## config.mk

```make
export PLATFORM = sky130hd
export DESIGN_NAME = e1ErrInjector
export DESIGN_NICKNAME = d
export VERILOG_FILES = /design/src/rtl/e1InjPkg.sv /design/src/rtl/e1InjCtrl.sv /design/src/rtl/e1InjDatapath.sv /design/src/rtl/e1ErrInjector.sv
export SDC_FILE = /design/constraint.sdc
export NUM_CORES = 1
export LEC_CHECK = 0
export BUFFER_PORTS_ARGS = -buffer_cell sky130_fd_sc_hd__clkbuf_2
export CAP_MARGIN = 40
export CELL_PAD_IN_SITES_DETAIL_PLACEMENT = 1
export CELL_PAD_IN_SITES_GLOBAL_PLACEMENT = 1
export CORE_MARGIN = 10
export CORE_UTILIZATION = 45
export DETAILED_ROUTE_END_ITERATION = 16
export GPL_ROUTABILITY_DRIVEN = 0
export GPL_TIMING_DRIVEN = 0
export PLACE_DENSITY_LB_ADDON = 0.1
export SLEW_MARGIN = 0
export SYNTH_ARGS = -nofsm -noshare
export SYNTH_HDL_FRONTEND = slang
export SYNTH_SLANG_ARGS = --single-unit
export TNS_END_PERCENT = 30
```

## constraint.sdc

```tcl
create_clock -name clk -period 4 [get_ports clk]
set_input_delay 0.2 -clock clk [delete_from_list [all_inputs] [get_ports clk]]
set_output_delay 0.2 -clock clk [all_outputs]
set_load 0.005 [all_outputs]
```

## src/rtl/e1InjPkg.sv

```systemverilog
package e1InjPkg;

  // control register field positions
  localparam int FLD_BPV  = 0;
  localparam int FLD_CRC  = 1;
  localparam int FLD_FAS  = 2;
  localparam int FLD_NFAS = 3;
  localparam int FLD_PAY  = 4;
  localparam int FLD_EBIT = 5;
  localparam int FLD_LOS  = 6;
  localparam int NUM_SHOT = 6;

  // strobes from control to datapath for the bit entering this cycle
  typedef struct packed {
    logic flip;      // invert the entering bit
    logic clear;     // force the entering bit to zero
    logic bpvArmed;  // a polarity violation is waiting for a mark
    logic losOn;     // blank both rails
  } injStrobeT;

  typedef enum logic [1:0] {
    SYM_SPACE = 2'd0,
    SYM_MARK  = 2'd1,
    SYM_BIP   = 2'd2,
    SYM_VIOL  = 2'd3
  } symT;

endpackage

```

## src/rtl/e1InjCtrl.sv

```systemverilog
module e1InjCtrl
  import e1InjPkg::*;
#(
  parameter int TS_BITS   = 8,
  parameter int NUM_TS    = 32,
  parameter int MF_FRAMES = 16,
  parameter int REG_W     = 8
) (
  input  logic             clk,
  input  logic             rst_n,
  input  logic             frameSync,
  input  logic             mfSync,
  input  logic             regWrEn,
  input  logic [REG_W-1:0] regWrData,
  output logic [REG_W-1:0] regRdData,
  input  logic             bpvFired,
  output injStrobeT        strobe
);

  localparam int BIT_W = $clog2(TS_BITS);
  localparam int TS_W  = $clog2(NUM_TS);
  localparam int FRM_W = $clog2(MF_FRAMES);
  localparam logic [BIT_W-1:0] BIT_LAST = BIT_W'(TS_BITS - 1);
  localparam logic [TS_W-1:0]  TS_LAST  = TS_W'(NUM_TS - 1);
  localparam logic [FRM_W-1:0] FRM_LAST = FRM_W'(MF_FRAMES - 1);
  localparam logic [FRM_W-1:0] FRM_E1   = FRM_W'(MF_FRAMES - 3);

  logic [REG_W-1:0] regQ;
  logic [BIT_W-1:0] bitQ, curBit;
  logic [TS_W-1:0]  tsQ, curTs;
  logic [FRM_W-1:0] frmQ, curFrm, nextFrm;
  logic             locked, posValid;
  logic [NUM_SHOT-1:0] pend, pendNext, fire, arm;
  logic crcPos, fasPos, nfasPos, payPos, ebitPos;

  // position of the bit entering this cycle
  assign nextFrm = (frmQ == FRM_LAST) ? '0 : frmQ + 1'b1;

  always_comb begin
    curBit = bitQ;
    curTs  = tsQ;
    curFrm = frmQ;
    if (frameSync) begin
      curBit = '0;
      curTs  = '0;
      curFrm = mfSync ? '0 : nextFrm;
    end else if (bitQ == BIT_LAST) begin
      curBit = '0;
      if (tsQ == TS_LAST) begin
        curTs  = '0;
        curFrm = nextFrm;
      end else begin
        curTs = tsQ + 1'b1;
      end
    end else begin
      curBit = bitQ + 1'b1;
    end
  end

  assign posValid = locked | (frameSync & mfSync);

  always_ff @(posedge clk) begin
    if (!rst_n) begin
      bitQ   <= '0;
      tsQ    <= '0;
      frmQ   <= '0;
      locked <= 1'b0;
    end else begin
      bitQ   <= curBit;
      tsQ    <= curTs;
      frmQ   <= curFrm;
      locked <= posValid;
    end
  end

  // eligible positions per error class
  assign crcPos  = (curTs == '0) && (curBit == '0) && !curFrm[0];
  assign ebitPos = (curTs == '0) && (curBit == '0) &&
                   ((curFrm == FRM_E1) || (curFrm == FRM_LAST));
  assign fasPos  = (curTs == '0) && (curBit == BIT_W'(1)) && !curFrm[0];
  assign nfasPos = (curTs == '0) && (curBit == BIT_W'(1)) && curFrm[0];
  assign payPos  = (curTs != '0);

  // one-shot request slots
  for (genvar i = 0; i < NUM_SHOT; i++) begin : gShot
    if (i == FLD_BPV) begin : gLine
      assign fire[i] = pend[i] & bpvFired;
    end else begin : gPos
      logic hit;
      assign hit = (i == FLD_CRC)  ? crcPos  :
                   (i == FLD_FAS)  ? fasPos  :
                   (i == FLD_NFAS) ? nfasPos :
                   (i == FLD_PAY)  ? payPos  : ebitPos;
      assign fire[i] = pend[i] & posValid & hit;
    end
    assign arm[i]      = regWrEn & regWrData[i] & ~regQ[i];
    assign pendNext[i] = (pend[i] & ~fire[i]) | arm[i];
  end

  always_ff @(posedge clk) begin
    if (!rst_n) begin
      pend <= '0;
      regQ <= '0;
    end else begin
      pend <= pendNext;
      if (regWrEn) regQ <= regWrData;
    end
  end

  assign regRdData       = regQ;
  assign strobe.flip     = fire[FLD_CRC] | fire[FLD_FAS] | fire[FLD_NFAS] | fire[FLD_PAY];
  assign strobe.clear    = fire[FLD_EBIT];
  assign strobe.bpvArmed = pend[FLD_BPV];
  assign strobe.losOn    = regQ[FLD_LOS];

endmodule

```

## src/rtl/e1InjDatapath.sv

```systemverilog
module e1InjDatapath
  import e1InjPkg::*;
(
  input  logic      clk,
  input  logic      rst_n,
  input  logic      dataIn,
  input  injStrobeT strobe,
  output logic      linePos,
  output logic      lineNeg,
  output logic      bpvFired
);

  localparam int RUN = 4;  // zero run length replaced by the line code

  symT  pipe [RUN];
  logic [RUN-2:0] idle;
  logic txBit, subst, parity, lastPol, pulse, pol;

  // corruption of the entering bit
  assign txBit = strobe.clear ? 1'b0 : (dataIn ^ strobe.flip);

  for (genvar i = 1; i < RUN; i++) begin : gIdle
    assign idle[i-1] = (pipe[i] == SYM_SPACE);
  end

  assign subst = !txBit && (&idle);

  // look-ahead window: pipe[RUN-1] newest, pipe[0] leaves next
  always_ff @(posedge clk) begin
    if (!rst_n) begin
      for (int i = 0; i < RUN; i++) pipe[i] <= SYM_SPACE;
      parity <= 1'b0;
    end else begin
      pipe[RUN-1] <= txBit ? SYM_MARK : (subst ? SYM_VIOL : SYM_SPACE);
      for (int i = 1; i < RUN - 1; i++) pipe[i] <= pipe[i+1];
      pipe[0] <= (subst && !parity) ? SYM_BIP : pipe[1];
      parity  <= txBit ? ~parity : (subst ? 1'b0 : parity);
    end
  end

  // polarity stage
  assign bpvFired = strobe.bpvArmed && (pipe[0] == SYM_MARK);
  assign pulse    = (pipe[0] != SYM_SPACE);

  always_comb begin
    unique case (pipe[0])
      SYM_VIOL: pol = lastPol;
      SYM_MARK: pol = bpvFired ? lastPol : ~lastPol;
      default:  pol = ~lastPol;
    endcase
  end

  always_ff @(posedge clk) begin
    if (!rst_n) begin
      lastPol <= 1'b0;
      linePos <= 1'b0;
      lineNeg <= 1'b0;
    end else begin
      if (pulse) lastPol <= pol;
      linePos <= !strobe.losOn && pulse && pol;
      lineNeg <= !strobe.losOn && pulse && !pol;
    end
  end

endmodule

```

## src/rtl/e1ErrInjector.sv

```systemverilog
module e1ErrInjector
  import e1InjPkg::*;
#(
  parameter int TS_BITS   = 8,
  parameter int NUM_TS    = 32,
  parameter int MF_FRAMES = 16,
  parameter int REG_W     = 8
) (
  input  logic             clk,
  input  logic             rst_n,
  input  logic             dataIn,
  input  logic             frameSync,
  input  logic             mfSync,
  input  logic             regWrEn,
  input  logic [REG_W-1:0] regWrData,
  output logic [REG_W-1:0] regRdData,
  output logic             linePos,
  output logic             lineNeg
);

  injStrobeT strobe;
  logic      bpvFired;

  e1InjCtrl #(
    .TS_BITS  (TS_BITS),
    .NUM_TS   (NUM_TS),
    .MF_FRAMES(MF_FRAMES),
    .REG_W    (REG_W)
  ) u_ctrl (
    .clk      (clk),
    .rst_n    (rst_n),
    .frameSync(frameSync),
    .mfSync   (mfSync),
    .regWrEn  (regWrEn),
    .regWrData(regWrData),
    .regRdData(regRdData),
    .bpvFired (bpvFired),
    .strobe   (strobe)
  );

  e1InjDatapath u_dp (
    .clk     (clk),
    .rst_n   (rst_n),
    .dataIn  (dataIn),
    .strobe  (strobe),
    .linePos (linePos),
    .lineNeg (lineNeg),
    .bpvFired(bpvFired)
  );

endmodule

```

After elaboration in Yosys (flattened, before gate mapping)
Memory sizes are Yosys's and may differ from the RTL's. Index checks and enable logic that the tools add are counted.

Register bits after elaboration: 31. Memory bits (writable): 8. Output and inout port bits: 10. Word-level logic and storage cells: 132. Memories: 1.

Add/sub/neg operators: 3. Equality and inequality tests: 8. Muxes and demuxes: 24. Bitwise gates (word level): 59. Reductions and logical operators: 27.

Memory list: u_dp.pipe (words 4, width 2, read ports 4, clocked after memory_dff 0, write ports 4, line e1InjDatapath.sv:15) `symT pipe [RUN];`.

Operators with widths (number): $and 1x1->1 (30); $mux 4 (5); $mux 5 (3); $mux 2 (7); $not 1->1 (14); $or 1x1->1 (14); $eq 4x4->1 const B (3); $logic_and 1x1->1 (12); $logic_not 2->1 (3); $mux 1 (6); $mux 3 (2); $add 5x1->5 const B (1); $eq 5x5->1 const B (1); $logic_not 1->1 (5); $logic_not 5->1 (1); $reduce_bool 5->1 (1); $add 4x1->4 const B (1); $reduce_bool 2->1 (2); $add 3x1->3 const B (1); $eq 3x1->1 const B (1); $eq 3x3->1 const B (1); $logic_not 3->1 (1); $reduce_and 3->1 (1); $eq 2x1->1 const B (1); 4 further kinds (4).

Depth between registers and ports, before layout
Gate-level depths: netlist of the first run.

Word-level depth: 18. Mapped depth: 10. Gate-level depth less buffers: 9.

Hierarchy
A second synthesis of the first run with hierarchy kept.

Cell total of the unflattened synthesis: 207. Area, all modules: 1896.8 um2.

Modules (own cells, without submodules): e1InjCtrl (instances 1, cells an instance 161, area each 1431.4 um2); e1InjDatapath (instances 1, cells an instance 46, area each 465.4 um2).

Least setup slack after synthesis of the first run
OpenSTA, ideal clock, no wires.

Path kind: reg-to-reg. From: register u_ctrl.tsQ[0]. To: memory u_dp.pipe[0][1] (netlist bit). Library setup time: 117 ps. Arrival time: 2177 ps. Data required time: 3883 ps. Path slack: 1706 ps. Stages on the path, launching flop included: 11. Buffers on the path: 1. Period minus slack after synthesis: 2294 ps. Cell sequence: dfxtp_1 ha_1 and3_1 ha_1 a211o_1 and4_1 clkbuf_2 o21a_2 a211oi_2 a31oi_4 a22o_1.

RTL lines: start: declaration (line e1InjCtrl.sv:30) `logic [TS_W-1:0] tsQ, curTs;`; start signal: assignment (line e1InjCtrl.sv:70) `tsQ <= curTs;`; end: declaration (line e1InjDatapath.sv:15).

==> key figures, run 1 <==
Critical path
  • Crit-path max FO: 8
  • WP data required: between 4 and 5 ns
  • Number of cells on the worst reg-to-reg path: 10
  • Crit. End Element: flip-flop
  • Crit Path Class: reg -> reg
  • Worst r2r dst: u_dp.pipe[0][1]$_SDFF_PN0_
  • WP data arrival: roughly 2.7 ns
  • R2r startpoint: u_ctrl.tsQ[0]$_SDFF_PN0_
  • CP Launch Type: flip-flop
  • R2R Setup Slk: about 1.4 ns

Power and ir drop
  • Clock power frac: roughly a third
  • Fraction of power spent switching nets: about a quarter
  • Psw: 0.215 mW
  • Internal power: 0.608 mW
  • Pwr per Cell Area: 380 nW/um^2
  • Flop pwr share: a little over half
  • Maximum VDD drop: roughly 0.26 mV
  • Comb power frac: around 14%
  • Leak: a little over 0.9 nW

Global routing
  • GRT Total Usage: 12.3%
  • Largest net degree at the start of global routing: 13
  • Vias in the first global route: around 1600
  • Remaining Overflow, GRT: 0
  • Initial antenna violation count: 0
  • First-pass GRT wire length: around 7400 um

Timing
  • Final hold vios: 0
  • Final Hold Slack: 0.166 ns
  • Slew Viols, Final: 0
  • Worst Tran Pin Value: 0.524 ns
  • Tmin final: around 2.6 ns
  • FMAX: 0.392 GHz
  • RSZ-0062 raised after global routing: no
  • Final setup violation count: 0
  • Fin crit share: 63.8%
  • Relative slew margins: about two thirds
  • Setup TNS: 0 ns
  • Setup Skew: approximately 0.0055 ns

Drt
  • Vias/cell: between 5 and 6
  • Final ANT Viol Nets: 0
  • Wirelength per Cell: ~16 um
  • Number of remaining DRC errors: 0
  • Detailed Route Iter0 Violations: 46
  • WL final: 4440 um
  • Router iterations before antenna repair: 4
  • DR vias: 1575

Finish
  • Share of layout cells above drive strength 1: 21.9%
  • Non-filler cells in the finished layout: between 200 and 300
  • Number of diodes: 0
  • Area growth from synthesis to layout: 14.1%
  • Nets: roughly 250

Synth
  • Synth Instances: 203
  • Ys async rst share: 0%
  • Post-synthesis sequential area ratio: between 40 and 50%
  • Synthesized flop and latch total: 39
  • Number of distinct library cells after synthesis: 52
  • Yosys warns: 0
  • Post-Syn Area: around 1900 sq um
  • Syn_area_per_cell: around 9.3 sq um
  • Syn nets: around 220
  • Leading register cell type out of synthesis: dfxtp_1
  • Number of synthesized flops with an enable pin: 0

Hold path
  • Hold path start: regWrData[6]
  • Hold path depth: 3
  • WHS Endpoint: u_ctrl.regRdData[6]$_SDFFE_PN0P_
  • Min-delay worst type: in -> reg

Place
  • Dpl cells: about 280
  • Hpwl dp: between 3000 and 4000 um
  • Port Buffers: 22

Clocking
  • Clock Latency Late Sink: approximately 0.29 ns
  • CTS H-tree lvls: 2
  • TritonCTS Buffers: 5
  • Root buf cell: clkbuf_8
  • Clock buffer depth: 2
  • Post-cts resize count: 0
  • Clock Pin Slew Worst Setup and Hold Paths: approximately 0.080 ns
  • TritonCTS Sinks: 39
  • CTS Hold Bufs: 0
  • CTS tree: done
  • Post-CTS setup buffer count: 0

Floorplanning
  • Die area: roughly 7200 sq um
  • Die W: approximately 85 um
  • Num rows: 23
  • Io pins: 24
  • Core footprint: 4030 sq um
  • Effective utilization at floorplan: a little under half
  • Die H: 84.9 um

Status
  • Run status: finished, final reports clean

Flow run
  • Max-cap violation count: 0
==> cells by family (layout without fill, tap and decap cells) <==
| logic type | Yosys count | in the layout | share of synthesized area (%) |
|---|---|---|---|
| AOI/OAI and AO/OA | 43 | 43 | 16.8 |
| adders and majority gates | 6 | 6 | 3.96 |
| muxes | 15 | 15 | 8.18 |
| buffers and inverters | 15 | 45 | 3.82 |
| xor gates and xnor gates | 3 | 3 | 1.39 |
| and+or+nand+nor | 82 | 82 | 24.7 |
| DFF | 39 | 39 | 41.2 |
==> per-stage QoR <==
step / instance area (sq um) / worst slack, ns / total power, mW / utilization, %
CTS: 2160 / 1.44 / 0.835 / 53.7
finish: 2160 / 1.45 / 0.823 / 53.7
global placement: 2070 / 1.52 / 0.544 / 51.4
detailed placement: 2070 / 1.46 / 0.553 / 51.4
global route: 2160 / 1.31 / 0.866 / 53.7
floorplan: 1900 / 1.71 / 0.514 / -
==> sequential cells by signal (all words and copies together), names as in the netlist <==
name and flops:
u_dp.lineNeg 1, u_dp.lastPol 1, u_ctrl.locked 1, u_ctrl.pend 6
u_ctrl.frmQ 4, u_dp.pipe 8, u_ctrl.tsQ 5, u_ctrl.regRdData 8
u_dp.linePos 1, u_ctrl.bitQ 3, u_dp.parity 1
==> synthesized netlist by cell type, types with 4 or more instances <==
| master | number | area [sq um] |
|---|---|---|
| and3_1 | 4 | 25.0 |
| dfxtp_1 | 39 | 781 |
| clkbuf_1 | 4 | 15.0 |
| inv_1 | 5 | 18.8 |
| a21oi_1 | 6 | 30.0 |
| and2_1 | 11 | 68.8 |
| nand3_1 | 5 | 25.0 |
| nand2_1 | 11 | 41.3 |
| a21boi_0 | 6 | 45.0 |
| o21ai_0 | 10 | 50.1 |
| nor2_1 | 20 | 75.1 |
| mux2i_1 | 13 | 130 |
| nand3b_1 | 6 | 45.0 |
| nor2b_1 | 8 | 50.1 |
| ha_1 | 6 | 75.1 |
==> routing by layer <==
| layer | share of wire (%) | vias up | wire length (um) | track usage [%] |
|---|---|---|---|---|
| met5 | 0 | - | 0 | 0 |
| met4 | 1.1 | 0 | 48 | 5.24 |
| met3 | 6.1 | 6 | 269 | 4.88 |
| met2 | 47 | 36 | 2060 | 20.0 |
| met1 | 46 | 758 | 2060 | 14.0 |
| li1 | - | 775 | - | - |
==> cell type report <==
cell class	instances	area [sq um]
Fill cell	497	1860
Multi-Input combinational cell	149	1040
Sequential cell	39	781
Timing Repair Buffer	22	110
Clock buffer	7	86.3
Tap cell	50	62.6
Buffer	9	50.0
Inverter	6	22.5
Clock inverter	1	8.76
==> layout by cell type (no fill, tap or decap), drive strengths merged, types with 2 or more instances in the layout <==
cell type / Yosys / final
a41oi: 3 / 3
a21boi: 7 / 7
buf: 4 / 4
dfxtp: 39 / 39
nand3b: 6 / 6
xor2: 2 / 2
nor2: 22 / 22
nand2b: 2 / 2
nor2b: 8 / 8
inv: 6 / 6
a31oi: 3 / 3
nor4: 3 / 3
a21oi: 7 / 7
clkbuf: 5 / 34
and3: 4 / 4
nand3: 5 / 5
nand4b: 2 / 2
nand2: 11 / 11
a31o: 2 / 2
and2: 11 / 11
or4: 2 / 2
mux2i: 14 / 14
o21ai: 10 / 10
ha: 6 / 6
o22ai: 2 / 2
or2: 2 / 2
a21o: 3 / 3
==> worst max path at each step <==
| stage | end | startpoint |
|---|---|---|
| after floorplan | u_dp.pipe[0][1]$_SDFF_PN0_ | u_ctrl.tsQ[0]$_SDFF_PN0_ |
| after global placement | u_dp.pipe[0][1]$_SDFF_PN0_ | u_ctrl.tsQ[0]$_SDFF_PN0_ |
| after detailed placement | u_dp.pipe[0][1]$_SDFF_PN0_ | u_ctrl.tsQ[0]$_SDFF_PN0_ |
| after CTS | u_dp.pipe[3][1]$_SDFF_PP0_ | u_ctrl.tsQ[0]$_SDFF_PN0_ |
| after global routing | u_dp.pipe[0][1]$_SDFF_PN0_ | u_ctrl.tsQ[0]$_SDFF_PN0_ |
| final | u_dp.pipe[0][1]$_SDFF_PN0_ | u_ctrl.tsQ[0]$_SDFF_PN0_ |
==> power groups by stage <==
| stage | clock network, mW | registers, mW | logic (mW) |
|---|---|---|---|
| 2_1_floorplan | 0 | 0.433 | 0.0815 |
| 3_3_place_gp | 0 | 0.434 | 0.110 |
| 3_5_place_dp | 0 | 0.437 | 0.117 |
| 4_1_cts | 0.289 | 0.427 | 0.118 |
| 5_1_grt | 0.305 | 0.431 | 0.130 |
| 6_report | 0.279 | 0.428 | 0.116 |
==> critical path, stage by stage (launching register included) <==
cell and delay, ns:
dfxtp_1 0.36, ha_1 0.24, and3_1 0.20, ha_1 0.24, a211o_1 0.31, and4_1 0.20
clkbuf_2 0.17, o21a_2 0.15, a211oi_2 0.23, a31oi_4 0.15, a22o_1 0.20
Note: power is estimated with default switching activity, not from simulation.
==> inputs of run 2 (changes only) <==
- CORE_UTILIZATION: 45 -> 43
- clock period: 4 -> 2.4 ns (I/O delays scaled with it)
==> run 2 against run 1 <==
Maximum frequency up 12%. Critical endpoint is now u_dp.parity$_SDFFE_PN0P_. Highest routed layer unchanged. Worst setup slack got worse by 1.3 ns. Clock skew about the same. Routed wire length shrank 0.56%.
==> key figures, run 2 (synthesized netlist as in run 1, its figures left out) <==
Place
  • Hpwl dp: 3380 um (-2.4%)
  • Pre-CTS setup slack: -0.142 ns (-1.60 ns)
  • Dpl cells: 277 (+0.73%)
  • Placed Instance Area: 2070 sq um (+0.12%)
  • Port Buffers: 22 (unchanged)

Drt
  • Detailed Route Iter0 Violations: 55 (+20%)
  • Final ANT Viol Nets: 0 (unchanged)
  • WL final: 4410 um (-0.56%)
  • Wirelength per Cell: 15.5 um (-1.3%)
  • Number of remaining DRC errors: 0 (unchanged)
  • DR vias: 1578 (+0.19%)
  • Vias/cell: 5.54 (-0.51%)
  • Router iterations before antenna repair: 4 (unchanged)

Critical path
  • Crit Path Class: reg -> reg
  • Crit. End Element: flip-flop
  • WP data required: 2.63 ns (-1.56 ns)
  • Critical Path Start: u_ctrl.bitQ[0]$_SDFF_PN0_
  • Crit-path max FO: 5 (-3)
  • R2r startpoint: u_ctrl.bitQ[0]$_SDFF_PN0_
  • WP data arrival: 2.51 ns (-0.23 ns)
  • CP Launch Type: flip-flop

Timing
  • Worst Tran Pin Value: 0.510 ns (-0.0135 ns)
  • Final setup margin: 0.120 ns (-1.33 ns)
  • FMAX: 0.439 GHz (+12%)
  • Relative slew margins: 66.0% (+0.90 points)
  • RSZ-0062 raised after global routing: no
  • Final Hold Slack: 0.0893 ns (-0.0762 ns)
  • Setup Skew: 0.00572 ns (+0.000265 ns)
  • Final hold vios: 0 (unchanged)
  • Slew Viols, Final: 0 (unchanged)
  • Final setup violation count: 0 (unchanged)
  • Setup TNS: 0 ns (unchanged)
  • Fin crit share: 95.0% (+31 points)
  • Tmin final: 2.28 ns (-0.273 ns)

Hold path
  • Min-delay worst type: in -> reg
  • Hold path start: regWrData[6]

Power and ir drop
  • Pwr per Cell Area: 674 nW/um^2 (+77%)
  • Maximum VDD drop: 0.435 mV (+67%)
  • Leak: 0.930 nW (+1.7%)
  • PnR Total Power: 1.55 mW (+89%)

Floorplanning
  • Die H: 86.4 um (+1.8%)
  • Core footprint: 4320 sq um (+7.3%)
  • Effective utilization at floorplan: 43.9% (-3.2 points)
  • Num rows: 24 (+4.3%)
  • Die area: 7470 sq um (+3.5%)
  • Io pins: 24 (unchanged)
  • Die W: 86.4 um (+1.8%)

Global routing
  • Remaining Overflow, GRT: 0 (unchanged)
  • Vias in the first global route: 1723 (+5.6%)
  • Initial antenna violation count: 0 (unchanged)
  • First-pass GRT wire length: 7650 um (+3.5%)
  • GRT Total Usage: 12.6% (+0.27 points)
  • Largest net degree at the start of global routing: 14 (+1)

Finish
  • Non-filler cells in the finished layout: 285 (+0.71%)
  • Commonest non-fill, non-tap cell in the layout: dfxtp_1
  • Number of diodes: 0 (unchanged)
  • Core Util, Final: 53.3% (-0.43 points)
  • Area growth from synthesis to layout: 21.5%
  • Fill cells: 513 (+3.2%)
  • Highest-count cells in the layout ignoring fill and taps: dfxtp_1, clkbuf_2, nor2_1
  • Share of layout cells above drive strength 1: 27.0% (+5.2 points)
  • Nets: 252 (unchanged)
  • Final instance area: 2300 sq um (+6.5%)

Clocking
  • CTS tree: done
  • Clock buffer depth: 2 (unchanged)
  • TritonCTS Sinks: 39 (unchanged)
  • Clock Latency Late Sink: 0.29 ns (about the same)
  • Clock Pin Slew Worst Setup and Hold Paths: 0.08 ns (about the same)
  • Root buf cell: clkbuf_8
  • TritonCTS Buffers: 5 (unchanged)
  • CTS H-tree lvls: 2 (unchanged)

Status
  • Run status: finished, final reports clean

Flow run
  • Max-cap violation count: 0 (unchanged)
==> run 2: cell types whose count changed in the layout (fill, tap and decap cells not counted), sizes merged <==
cell      delta
clkinv       -1
clkinvlp     +1
clkbuf       -3
buf          +1
bufinv       +2
==> run 2: worst max-delay path, cell delays in order, from the launching register on <==
cell	delay, ns
dfxtp_1	0.34
ha_1	0.23
ha_4	0.19
or4_4	0.50
nor4_2	0.24
o21a_2	0.20
a211oi_4	0.05
a31oi_4	0.24
mux2i_1	0.21
==> run 2: path summary, 6_finish.rpt <==
path | depth (start not counted) | slack [ns] | endpoint
setup / recovery | 8 | 0.12 | u_dp.parity$_SDFFE_PN0P_
hold reg to reg | 1 | 0.47 | u_dp.pipe[2][1]$_SDFF_PN0_
setup reg to reg | 8 | 0.12 | u_dp.parity$_SDFFE_PN0P_
hold / removal | 3 | 0.09 | u_ctrl.regRdData[6]$_SDFFE_PN0P_
==> run 2: final cells by class <==
type	instances	area [sq um]	area share (%)
Buffer	8	45.0	1.95
Clock buffer	5	68.8	2.99
Inverter	6	22.5	0.977
Timing Repair Buffer	23	118	5.10
Tap cell	52	65.1	2.82
Multi-Input combinational cell	149	1130	49.1
Clock inverter	3	67.6	2.93
Sequential cell	39	786	34.1
==> run 2: layer usage <==
| layer | vias up | track usage [%] | wire (um) |
|---|---|---|---|
| li1 | 775 | - | - |
| met1 | 762 | 13.4 | 1840 |
| met2 | 31 | 21.6 | 2220 |
| met3 | 10 | 4.41 | 247 |
| met4 | 0 | 6.19 | 107 |
| met5 | - | 0 | 0 |
==> run 2: power breakdown <==
group / total (mW) / internal, mW / leakage, nW / switching, mW
clock network: 0.651 / 0.415 / 0.0644 / 0.237
logic: 0.192 / 0.0936 / 0.545 / 0.0986
registers: 0.711 / 0.684 / 0.321 / 0.0262
==> run 2: what timing repair did <==
item,in CTS,in global routing
endpoints found under the setup margin,4,8
setup buffers,0,1
hold buffers,0,0
pin swaps,1,4
gates resized for setup,6,14
==> inputs of run 3 (changes only) <==
- CORE_UTILIZATION: 43 -> 45
- CTS_BUF_LIST: unset -> sky130_fd_sc_hd__clkbuf_4 sky130_fd_sc_hd__clkbuf_8
==> run 3 against run 2 <==
Clock power is 27% lower. Global-route usage shrank 0.19 points. Critical endpoint is now u_dp.pipe[0][1]$_SDFF_PN0_. Final area fell by 3.3%. Register-to-register slack barely moved.
==> key figures, run 3 (synthesized netlist as in run 1, its figures left out) <==
Clocking
  • CTS H-tree lvls: 2 (unchanged)
  • Root buf cell: clkbuf_8
  • Clock buffer depth: 2 (unchanged)
  • Clock Latency Late Sink: 0.29 ns (about the same)
  • CTS tree: done
  • TritonCTS Sinks: 39 (unchanged)
  • Clock Pin Slew Worst Setup and Hold Paths: 0.08 ns (about the same)
  • TritonCTS Buffers: 5 (unchanged)

Hold path
  • Min-delay worst type: in -> reg

Drt
  • Wirelength per Cell: 15.7 um (+1.5%)
  • Vias/cell: 5.49 (-0.79%)
  • Detailed Route Iter0 Violations: 45 (-18%)
  • Final ANT Viol Nets: 0 (unchanged)
  • Number of remaining DRC errors: 0 (unchanged)
  • DR vias: 1560 (-1.1%)
  • WL final: 4460 um (+1.1%)
  • Router iterations before antenna repair: 4 (unchanged)

Finish
  • Highest-count cells in the layout ignoring fill and taps: dfxtp_1, clkbuf_2, nor2_1
  • Final instance area: 2230 sq um (-3.3%)
  • Number of diodes: 0 (unchanged)
  • Commonest non-fill, non-tap cell in the layout: dfxtp_1
  • Share of layout cells above drive strength 1: 26.1% (-0.97 points)
  • Core Util, Final: 55.3% (+2.0 points)
  • Nets: 253 (+0.40%)
  • Fill cells: 487 (-5.1%)
  • Area growth from synthesis to layout: 17.5%

Critical path
  • WP data required: 2.59 ns (-0.04 ns)
  • WP data arrival: 2.47 ns (-0.04 ns)
  • Crit Path Class: reg -> reg
  • R2R Setup Slk: 0.12 ns (about the same)
  • Crit. End Element: flip-flop
  • Crit-path max FO: 6 (+1)
  • CP Launch Type: flip-flop

Floorplanning
  • Core footprint: 4030 sq um (-6.8%)
  • Num rows: 23 (-4.2%)
  • Die H: 84.9 um (-1.7%)
  • Die W: 84.9 um (-1.7%)
  • Io pins: 24 (unchanged)
  • Effective utilization at floorplan: 47.1% (+3.2 points)
  • Die area: 7210 sq um (-3.4%)

Global routing
  • First-pass GRT wire length: 7440 um (-2.8%)
  • Initial antenna violation count: 0 (unchanged)
  • Vias in the first global route: 1633 (-5.2%)
  • GRT Total Usage: 12.4% (-0.19 points)
  • Remaining Overflow, GRT: 0 (unchanged)
  • Largest net degree at the start of global routing: 13 (-1)

Timing
  • Fin crit share: 95.2% (+0.21 points)
  • Final Hold Slack: 0.0853 ns (-0.00401 ns)
  • Final hold vios: 0 (unchanged)
  • Relative slew margins: 65.3% (-0.64 points)
  • Slew Viols, Final: 0 (unchanged)
  • Tmin final: 2.28 ns (+0.00509 ns)
  • Worst Tran Pin Value: 0.520 ns (+0.00954 ns)
  • Setup Skew: 0.00599 ns (+0.000267 ns)
  • Final setup violation count: 0 (unchanged)
  • FMAX: 0.438 GHz (-0.22%)
  • Final setup margin: 0.115 ns (-0.00509 ns)

Power and ir drop
  • Maximum VDD drop: 0.437 mV (+0.46%)
  • Leak: 0.920 nW (-1.1%)
  • Pwr per Cell Area: 622 nW/um^2 (-7.7%)

Place
  • Hpwl dp: 3460 um (+2.4%)
  • Pre-CTS setup slack: -0.144 ns (-0.00111 ns)
  • Port Buffers: 22 (unchanged)
  • Placed Instance Area: 2070 sq um (-0.12%)

Status
  • Run status: finished, final reports clean

Flow run
  • Max-cap violation count: 0 (unchanged)
-- run 3: final cells by class --
class                      instances  area (sq um)  area share [%]
timing repair buffer              24           125            5.61
clock buffer                       7          90.1            4.04
multi-input combinational        149          1090            49.0
clock inverter                     1          8.76           0.393
buffer                             8          45.0            2.02
sequential                        39           783            35.1
inverter                           6          22.5            1.01
tap                               50          62.6            2.81
-- run 3: power by group --
| group | leakage (nW) | internal [mW] | switching, mW |
|---|---|---|---|
| logic | 0.547 | 0.0941 | 0.104 |
| clock network | 0.0519 | 0.247 | 0.230 |
| registers | 0.320 | 0.686 | 0.0270 |
-- run 3: layer usage --
layer	up-vias	GRT usage, %	part of all wire (%)
met5	-	0	0
met4	0	5.24	1.4
met3	7	4.88	6.1
met2	32	19.9	47
met1	746	14.3	46
li1	775	-	-
-- run 3: final timing paths --
check,start,depth (start not counted),endpoint
worst max-delay path,u_ctrl.tsQ[0]$_SDFF_PN0_,8,u_dp.pipe[0][1]$_SDFF_PN0_
worst min-delay path,regWrData[6],3,u_ctrl.regRdData[6]$_SDFFE_PN0P_
worst max register to register,u_ctrl.tsQ[0]$_SDFF_PN0_,8,u_dp.pipe[0][1]$_SDFF_PN0_
worst min register to register,u_dp.pipe[2][1]$_SDFF_PN0_,1,u_dp.pipe[1][1]$_SDFF_PN0_
-- run 3: repair_timing --
action | 4_1_cts | 5_1_grt
hold buffers | 0 | 0
buffers inserted | 0 | 2
endpoints found under the setup margin | 4 | 7
pin swaps | 0 | 7
gates resized for setup | 6 | 7
-- run 3: per-stage QoR --
step / TNS (ns) / instances / power (mW)
floorplan: 0 / 203 / 0.857
global placement: -0.185 / 275 / 0.906
detailed placement: -0.378 / 275 / 0.922
CTS: 0 / 282 / 1.40
global route: -0.00515 / 284 / 1.46
finish: 0 / 284 / 1.39
-- run 3: critical path, stage by stage (launching register included) --
cell and delay (ns):
dfxtp_2 0.35, ha_2 0.20, and3_4 0.19, ha_1 0.21, or4_4 0.51, a41o_1 0.30, nor2_2 0.17, a31oi_4 0.06
a22o_1 0.20
